**src/rtl/sdram_boot_pkg.sv**
```systemverilog
package sdram_boot_pkg;

  typedef enum logic [2:0] {
    PH_UP   = 3'd0,
    PH_RP   = 3'd1,
    PH_RFC  = 3'd2,
    PH_MRD  = 3'd3,
    PH_DONE = 3'd4
  } phase_t;

  typedef enum logic [1:0] {
    OP_NOP = 2'd0,
    OP_PRE = 2'd1,
    OP_REF = 2'd2,
    OP_LMR = 2'd3
  } op_t;

  // {cs_n, ras_n, cas_n, we_n}
  localparam logic [3:0] PIN_INHIBIT = 4'b1111;
  localparam logic [3:0] PIN_NOP     = 4'b0111;
  localparam logic [3:0] PIN_PRE     = 4'b0010;
  localparam logic [3:0] PIN_REF     = 4'b0001;
  localparam logic [3:0] PIN_LMR     = 4'b0000;

  localparam int unsigned ALL_BANKS_BIT = 10;

  // Rounded-up conversion of a time into clock cycles, never below one.
  function automatic int unsigned cycles_for(input int unsigned t_ps,
                                             input int unsigned per_ps);
    longint unsigned q;
    q = (longint'(t_ps) + longint'(per_ps) - 1) / longint'(per_ps);
    if (q == 0) q = 1;
    return int'(q);
  endfunction

endpackage

```
**src/rtl/sdram_boot_timer.sv**
```systemverilog
module sdram_boot_timer #(
  parameter int unsigned TW      = 8,
  parameter int unsigned RST_VAL = 1
) (
  input  logic          clk,
  input  logic          rst,
  input  logic          load,
  input  logic [TW-1:0] load_val,
  output logic [TW-1:0] count,
  output logic          zero
);

  always_ff @(posedge clk) begin
    if (rst) begin
      count <= TW'(RST_VAL);
    end else if (load) begin
      count <= load_val;
    end else if (count != '0) begin
      count <= count - TW'(1);
    end
  end

  assign zero = (count == '0);

endmodule

```
**src/rtl/sdram_boot_ctrl.sv**
```systemverilog
module sdram_boot_ctrl import sdram_boot_pkg::*; #(
  parameter int unsigned TW    = 8,
  parameter int unsigned N_UP  = 4,
  parameter int unsigned N_CKE = 2,
  parameter int unsigned N_RP  = 1,
  parameter int unsigned N_RFC = 1,
  parameter int unsigned N_MRD = 1,
  parameter int unsigned LOOPS = 2
) (
  input  logic          clk,
  input  logic          rst,
  input  logic          tmr_zero,
  input  logic [TW-1:0] tmr_val,
  output logic          tmr_load,
  output logic [TW-1:0] tmr_load_val,
  output op_t           op,
  output logic          cke_set,
  output logic          rdy_set
);

  localparam int unsigned RW = $clog2(LOOPS + 1);
  localparam logic [TW-1:0] CKE_MARK = TW'(N_UP - N_CKE);

  phase_t        phase, phase_nxt;
  logic [RW-1:0] refs, refs_nxt;

  always_ff @(posedge clk) begin
    if (rst) begin
      phase <= PH_UP;
      refs  <= '0;
    end else begin
      phase <= phase_nxt;
      refs  <= refs_nxt;
    end
  end

  always_comb begin
    phase_nxt    = phase;
    refs_nxt     = refs;
    tmr_load     = 1'b0;
    tmr_load_val = '0;
    op           = OP_NOP;
    rdy_set      = 1'b0;
    cke_set      = (phase == PH_UP) && (tmr_val == CKE_MARK);
    if (tmr_zero) begin
      case (phase)
        PH_UP: begin
          op           = OP_PRE;
          tmr_load     = 1'b1;
          tmr_load_val = TW'(N_RP - 1);
          phase_nxt    = PH_RP;
        end
        PH_RP: begin
          op           = OP_REF;
          tmr_load     = 1'b1;
          tmr_load_val = TW'(N_RFC - 1);
          refs_nxt     = RW'(1);
          phase_nxt    = PH_RFC;
        end
        PH_RFC: begin
          tmr_load = 1'b1;
          if (refs < RW'(LOOPS)) begin
            op           = OP_REF;
            tmr_load_val = TW'(N_RFC - 1);
            refs_nxt     = refs + RW'(1);
          end else begin
            op           = OP_LMR;
            tmr_load_val = TW'(N_MRD - 1);
            phase_nxt    = PH_MRD;
          end
        end
        PH_MRD: begin
          rdy_set   = 1'b1;
          phase_nxt = PH_DONE;
        end
        default: begin
          phase_nxt = PH_DONE;
        end
      endcase
    end
  end

endmodule

```
**src/rtl/sdram_boot_drive.sv**
```systemverilog
module sdram_boot_drive import sdram_boot_pkg::*; #(
  parameter int unsigned          ADDR_W     = 12,
  parameter int unsigned          BA_W       = 2,
  parameter logic [ADDR_W-1:0]    MODE_VALUE = '0
) (
  input  logic              clk,
  input  logic              rst,
  input  op_t               op,
  input  logic              cke_set,
  input  logic              rdy_set,
  output logic              cke,
  output logic              cs_n,
  output logic              ras_n,
  output logic              cas_n,
  output logic              we_n,
  output logic [BA_W-1:0]   ba,
  output logic [ADDR_W-1:0] addr,
  output logic              ready
);

  localparam logic [ADDR_W-1:0] ALL_BANKS = ADDR_W'(1) << ALL_BANKS_BIT;

  logic [3:0]        pins_nxt;
  logic [ADDR_W-1:0] addr_nxt;

  always_comb begin
    case (op)
      OP_PRE:  begin pins_nxt = PIN_PRE; addr_nxt = ALL_BANKS;  end
      OP_REF:  begin pins_nxt = PIN_REF; addr_nxt = '0;         end
      OP_LMR:  begin pins_nxt = PIN_LMR; addr_nxt = MODE_VALUE; end
      default: begin pins_nxt = PIN_NOP; addr_nxt = '0;         end
    endcase
  end

  always_ff @(posedge clk) begin
    if (rst) begin
      cke                      <= 1'b0;
      {cs_n, ras_n, cas_n, we_n} <= PIN_INHIBIT;
      ba                       <= '0;
      addr                     <= '0;
      ready                    <= 1'b0;
    end else begin
      cke                      <= cke | cke_set;
      {cs_n, ras_n, cas_n, we_n} <= pins_nxt;
      ba                       <= '0;
      addr                     <= addr_nxt;
      ready                    <= ready | rdy_set;
    end
  end

endmodule

```
**src/rtl/sdram_boot_seq.sv**
```systemverilog
module sdram_boot_seq import sdram_boot_pkg::*; #(
  parameter int unsigned       CLK_PERIOD_PS = 7500,
  parameter int unsigned       T_STARTUP_PS  = 100_000_000,
  parameter int unsigned       T_CKE_PS      = 50_000_000,
  parameter int unsigned       T_RP_PS       = 20_000,
  parameter int unsigned       T_RFC_PS      = 66_000,
  parameter int unsigned       T_MRD_PS      = 15_000,
  parameter int unsigned       REFRESH_LOOPS = 2,
  parameter int unsigned       ADDR_W        = 12,
  parameter int unsigned       BA_W          = 2,
  parameter logic [ADDR_W-1:0] MODE_VALUE    = 'h030
) (
  input  logic              clk,
  input  logic              rst,
  output logic              cke,
  output logic              cs_n,
  output logic              ras_n,
  output logic              cas_n,
  output logic              we_n,
  output logic [BA_W-1:0]   ba,
  output logic [ADDR_W-1:0] addr,
  output logic              ready
);

  localparam int unsigned N_UP_RAW  = cycles_for(T_STARTUP_PS, CLK_PERIOD_PS);
  localparam int unsigned N_UP      = (N_UP_RAW < 2) ? 2 : N_UP_RAW;
  localparam int unsigned N_CKE_RAW = cycles_for(T_CKE_PS, CLK_PERIOD_PS);
  localparam int unsigned N_CKE     = (N_CKE_RAW >= N_UP) ? N_UP - 1 : N_CKE_RAW;
  localparam int unsigned N_RP      = cycles_for(T_RP_PS, CLK_PERIOD_PS);
  localparam int unsigned N_RFC     = cycles_for(T_RFC_PS, CLK_PERIOD_PS);
  localparam int unsigned N_MRD     = cycles_for(T_MRD_PS, CLK_PERIOD_PS);
  localparam int unsigned LOOPS     = (REFRESH_LOOPS < 2) ? 2 : REFRESH_LOOPS;
  localparam int unsigned N_M1      = (N_UP > N_RP) ? N_UP : N_RP;
  localparam int unsigned N_M2      = (N_RFC > N_MRD) ? N_RFC : N_MRD;
  localparam int unsigned N_MAX     = (N_M1 > N_M2) ? N_M1 : N_M2;
  localparam int unsigned TW        = $clog2(N_MAX + 1);

  logic          tmr_load;
  logic [TW-1:0] tmr_load_val;
  logic [TW-1:0] tmr_val;
  logic          tmr_zero;
  op_t           op;
  logic          cke_set;
  logic          rdy_set;

  sdram_boot_timer #(
    .TW      (TW),
    .RST_VAL (N_UP - 1)
  ) i_timer (
    .clk      (clk),
    .rst      (rst),
    .load     (tmr_load),
    .load_val (tmr_load_val),
    .count    (tmr_val),
    .zero     (tmr_zero)
  );

  sdram_boot_ctrl #(
    .TW    (TW),
    .N_UP  (N_UP),
    .N_CKE (N_CKE),
    .N_RP  (N_RP),
    .N_RFC (N_RFC),
    .N_MRD (N_MRD),
    .LOOPS (LOOPS)
  ) i_ctrl (
    .clk          (clk),
    .rst          (rst),
    .tmr_zero     (tmr_zero),
    .tmr_val      (tmr_val),
    .tmr_load     (tmr_load),
    .tmr_load_val (tmr_load_val),
    .op           (op),
    .cke_set      (cke_set),
    .rdy_set      (rdy_set)
  );

  sdram_boot_drive #(
    .ADDR_W     (ADDR_W),
    .BA_W       (BA_W),
    .MODE_VALUE (MODE_VALUE)
  ) i_drive (
    .clk     (clk),
    .rst     (rst),
    .op      (op),
    .cke_set (cke_set),
    .rdy_set (rdy_set),
    .cke     (cke),
    .cs_n    (cs_n),
    .ras_n   (ras_n),
    .cas_n   (cas_n),
    .we_n    (we_n),
    .ba      (ba),
    .addr    (addr),
    .ready   (ready)
  );

endmodule

```
**config.mk**
```make
export PLATFORM = sky130hd
export DESIGN_NAME = sdram_boot_seq
export DESIGN_NICKNAME = d
export VERILOG_FILES = /design/src/rtl/sdram_boot_pkg.sv /design/src/rtl/sdram_boot_timer.sv /design/src/rtl/sdram_boot_ctrl.sv /design/src/rtl/sdram_boot_drive.sv /design/src/rtl/sdram_boot_seq.sv
export SDC_FILE = /design/constraint.sdc
export NUM_CORES = 1
export LEC_CHECK = 0
export CAP_MARGIN = 20
export CELL_PAD_IN_SITES_DETAIL_PLACEMENT = 0
export CELL_PAD_IN_SITES_GLOBAL_PLACEMENT = 2
export CORE_UTILIZATION = 33
export DETAILED_ROUTE_END_ITERATION = 8
export PLACE_DENSITY = 0.87
export SLEW_MARGIN = 30
export SYNTH_ARGS = -nofsm -noshare
export SYNTH_HDL_FRONTEND = slang
export SYNTH_SLANG_ARGS = --single-unit
```
**constraint.sdc**
```tcl
create_clock -name clk -period 4.2 [get_ports clk]
set_input_delay 0.84 -clock clk [delete_from_list [all_inputs] [get_ports clk]]
set_output_delay 0.84 -clock clk [all_outputs]
set_load 0.005 [all_outputs]
```
* After elaboration in Yosys (flattened, before gate mapping)
Index checks and enable logic that the tools add are counted.
** Word-level totals
- Bits in registers :: 37
- Latch bits :: 0
- Memory bits (writable) :: 0
- Memory bits (read-only) :: 0
- Input port bits :: 2
- Output and inout bits :: 20
- Memories :: 0
** Cells by class
- Add/sub/neg operators :: 2
- Multipliers :: 0
- Div/mod/pow operators :: 0
- Order comparisons :: 1
- Equality and inequality tests :: 9
- Shift operators :: 0
- Muxes and demuxes :: 18
- Bitwise logic cells :: 2
- Reduce and logical (&&, ||, !) cells :: 9
** Operator list (count)
- $mux 14 :: 3
- $pmux 14 s3 :: 1
- $pmux 11 s2 :: 1
- $pmux 3 s3 :: 2
- $eq 14x13->1 const B :: 1
- $logic_not 14->1 :: 1
- $reduce_bool 14->1 :: 1
- $sub 14x1->14 const B :: 1
- $eq 3x2->1 const B :: 2
- $pmux 2 s3 :: 1
- $mux 1 :: 5
- $eq 2x2->1 const B :: 2
- $mux 2 :: 2
- $mux 4 :: 1
- $pmux 2 s2 :: 1
- $reduce_bool 2->1 :: 2
- $eq 3x1->1 const B :: 1
- $logic_not 3->1 :: 1
- $mux 3 :: 1
- $reduce_and 3->1 :: 1
- $reduce_or 3->1 :: 1
- $add 2x1->2 const B :: 1
- $eq 2x1->1 const B :: 1
- $lt 2x2->1 const B :: 1
- 5 further kinds :: 6

* Longest topological paths before layout
- Depth in word-level cells :: 6
- Mapped depth :: 8

* Modules after synthesis
A second synthesis with hierarchy kept.
** Second synthesis, totals
- Cells, all modules :: 184
- Area, all modules :: 1564.0 um2
** Modules (own cells, without submodules)
- sdram_boot_timer :: instances 1, cells an instance 98, area an instance 807.0 um2, sequential area each 280.3 um2
- sdram_boot_ctrl :: instances 1, cells an instance 58, area an instance 446.7 um2, sequential area each 100.1 um2
- sdram_boot_drive :: instances 1, cells an instance 28, area an instance 310.3 um2, sequential area each 160.2 um2

* Least setup slack after synthesis
No wires, ideal clock.
- Path kind :: flip-flop to flip-flop
- Start point :: register i_timer.count[4]
- End point :: register i_timer.count[11]
- Arrival time :: 1880 ps
- Data required time :: 4129 ps
- Setup slack :: 2249 ps
- Stages on the path, launching flop included :: 6
- Period minus slack after synthesis :: 1951 ps
- Cell sequence :: dfxtp_1 > buf_6 > or4_4 > a211o_1 > or4b_1 > a21oi_1
** On the way
- Longest elaborated chain between the ends :: 3
- Elaborated cells between the ends (all ways) :: 8
** Ends and longest elaborated chain
- start, declared :: RTL line sdram_boot_timer.sv:9 : output logic [TW-1:0] count,
- start signal, assigned :: RTL line sdram_boot_timer.sv:15 : count <= TW'(RST_VAL);
- start signal, assigned :: RTL line sdram_boot_timer.sv:17 : count <= load_val;
- start signal, assigned :: RTL line sdram_boot_timer.sv:19 : count <= count - TW'(1);
- $sub 14x1->14 or $logic_not 14->1 (tied branches) :: RTL line sdram_boot_timer.sv:19, sdram_boot_timer.sv:23
- $mux 14 (tied with other cells) :: RTL line sdram_boot_timer.sv:18 : end else if (count != '0) begin
- $mux 14 or $reduce_bool 2->1 (tied branches)
Parallel ways exist; a longest one is shown, timed or not. The select of a mux whose other input is x is not followed.
A chain may end at the register's enable or synchronous reset.

* Worst setup path after layout
- Start point :: register i_timer.count[0]
- End point :: register i_timer.count[4]
The elaborated chain is that of the path after synthesis.

==> flow_metrics.py <==
metrics = {
    "grt": {
        "grt_pass1_vias": 925,
        "grt_pass1_wl_um": 4305,
        "antenna_found_initial": 0,
        "use_met3": 0.01585,
        "top_usage_layer": "met2",
        "use_met2": 0.2174,
        "grt_max_degree": 24,
        "gr-total-overflow": 0,
        "grt_util_met1": 0.1663,
        "grtUsageTotal": 0.1293,
    },
    "min_path": {
        "min-delay-start": "i_timer.count[7]",
        "holdPathStages": 2,
        "holdPathEnd": "i_timer.count[7]",
        "min_path_type": "register to register",
    },
    "power": {
        "power.leakage_nw": 0.4890,
        "max-vdd-ir-drop_uv": 118.2,
        "powerDensity_nw_per_um2": 303.9,
        "power_mw": 0.4315,
    },
    "route": {
        "wire_per_inst_um": 12.71,
        "vias": 1030,
        "drtPass1Iterations": 2,
        "antenna_left": 0,
        "drtIter0Drc": 86,
        "routed_wl_um": 2529,
        "vias_per_cell": 5.176,
        "post-route-drc-count": 0,
    },
    "outcome": {
        "status": "finished clean",
    },
    "layout": {
        "antenna_cells": 0,
        "fill_cells": 392,
        "final_cell_mix": "27 x dfxtp_1, 15 x a21oi_1, 11 x conb_1",
        "nets": 157,
        "layout-drive-gt1-share": 0.05960,
        "final_common_cell": "dfxtp_1",
        "syn2layout_area_growth_pct": 8.405,
    },
    "floorplanning": {
        "core-area_um2": 3744,
        "die_h_um": 65.01,
        "io_pins": 22,
        "start_util": 0.3499,
        "rows": 22,
        "die-area_um2": 4226,
        "die_w_um": 65.01,
    },
    "synthesis": {
        "ys.flop_type": "dfxtp_1",
        "synth_cell_types": 42,
        "yosys_warnings": 0,
        "synth-seq-cells": 27,
        "yosys-top-cells-area": "dfxtp_1 41%, buf_4 6.9%, a21oi_1 5.7%",
        "yosys.area.top_type_share": 0.4126,
        "synth_edf_count": 0,
        "async_flop_share": 0,
        "syn_area_um2": 1310,
        "synth_largest_area_cell": "dfxtp_1",
        "synthCells": 148,
        "synth.avg_cell_area_um2": 8.851,
        "yosysSeqAreaShare": 0.4126,
    },
    "clock_tree": {
        "cts_tree": "built",
        "cts_resized": 0,
        "cts.clk_slew.worst_paths_ns": 0.09,
        "htreeDepth": 1,
        "clkSinkCount": 27,
        "cts_setup_buffers": 0,
        "cts_root_buffer": "clkbuf_8",
        "cts_made_buffers": 3,
        "clk_latency_ns": 0.27,
        "cts_hold_buf": 0,
        "clockBufferDepth": 2,
    },
    "timing": {
        "worst_slew_pin_slew_ns": 0.8100,
        "hold_violations": 0,
        "setup_viol": 0,
        "drv_slew": 0,
        "rsz0062_at_grt": "false",
        "setup_tns_ns": 0,
        "slew_headroom": 0.4583,
        "max_freq_ghz": 0.4114,
        "fin_crit_sh": 0.5788,
        "skew_ns": 0.001794,
        "worst_slack_ns": 1.769,
        "min_period_ns": 2.431,
    },
    "worst_setup_path": {
        "r2r_cells": 6,
        "rr_endpoint": "i_timer.count[4]",
        "crit_arrival_ns": 2.58,
        "crit_path_start_kind": "register",
        "reg2reg_slack_ns": 1.77,
        "timing.rr.start": "i_timer.count[0]",
        "cp_max_fo": 17,
        "critPathCaptureType": "register",
        "critical_path_class": "register to register",
        "cp.required_ns": 4.35,
    },
    "place": {
        "portBuffers": 10,
        "dp_hpwl_um": 1776,
        "gp_congestion": 0.7705,
        "place_ws_ns": 1.724,
    },
    "flow_run": {
        "maxCapViolCount": 0,
    },
}
metal layers:
metal  part of all wire  vias up
li1                   -      524
met1               0.50      482
met2               0.47       19
met3              0.022        5
met4              0.015        0
met5                  0        -
power breakdown:
group	leakage [nW]	switching [mW]	internal, mW
Sequential	0.219	0.00604	0.260
Clock	0.0255	0.0756	0.0663
Combinational	0.244	0.0138	0.00945
critical path: stages, from the launching register on:
cell and delay, ns:
dfxtp_1 0.37, inv_1 0.10, ha_1 0.15, nor3b_1 0.44, and4_1 0.70, nor3_1 0.10
or3b_2 0.46
cells in the mapped netlist, types with 3 or more instances:
cell      instances
o21ai_0           5
ha_1              3
inv_1             5
o41ai_1           3
dfxtp_1          27
nand2_1           4
nor3_1            6
nor2_1           10
or4_1             3
clkbuf_1          6
nand3_1           4
or3b_2            3
and4_1            3
buf_4            12
a21oi_1          15
nor4_1            3
a211oi_1          3
per-stage QoR:
stage	hold slack [ns]	area [um2]	instances	utilization
6_report	0.4836	1420	199	0.3793
3_5_place_dp	0.4646	1374	195	0.3670
4_1_cts	0.4843	1420	199	0.3793
5_1_grt	0.5276	1420	199	0.3793
2_1_floorplan	0.4545	1348	158	-
3_3_place_gp	0.4672	1374	195	0.3670
registers in the layout, summed over array words and instances, names as in the netlist, 2 cells and up:
signal and count:
i_timer.count 14, i_ctrl.refs 2, i_ctrl.phase 3, i_drive.addr 2
kinds of logic (layout without fill, tap and decap cells):
family,Yosys count,in the layout,synth area share
buffers and inverters,26,19,0.1165
other,1,11,0.002863
AND/OR/NAND/NOR,51,51,0.2407
flip-flops,27,27,0.4126
AO/OA/AOI/OAI,37,37,0.1786
XOR/XNOR,3,3,0.02006
adder cells (fa/ha/maj),3,3,0.02866
layout make-up:
class,count,area (um2),area share
Timing Repair Buffer,10,100.1,0.07048
Tap cell,48,60.06,0.04229
Clock inverter,1,5.005,0.003524
Inverter,5,18.77,0.01322
Multi-Input combinational cell,105,654.4,0.4608
Clock buffer,3,41.29,0.02907
Sequential cell,27,540.5,0.3806
how the worst max path moves through the flow:
| stage | startpoint | cells past startpoint | to |
|---|---|---|---|
| global placement | rst | 2 | i_timer.count[4] |
| global route | i_timer.count[0] | 6 | i_timer.count[4] |
| CTS | i_timer.count[0] | 6 | i_timer.count[4] |
| floorplan | i_timer.count[4] | 5 | i_timer.count[11] |
| finish | i_timer.count[0] | 6 | i_timer.count[4] |
| detailed placement | rst | 3 | i_drive.addr[5] |
Note: power is estimated with default switching activity, not from simulation.
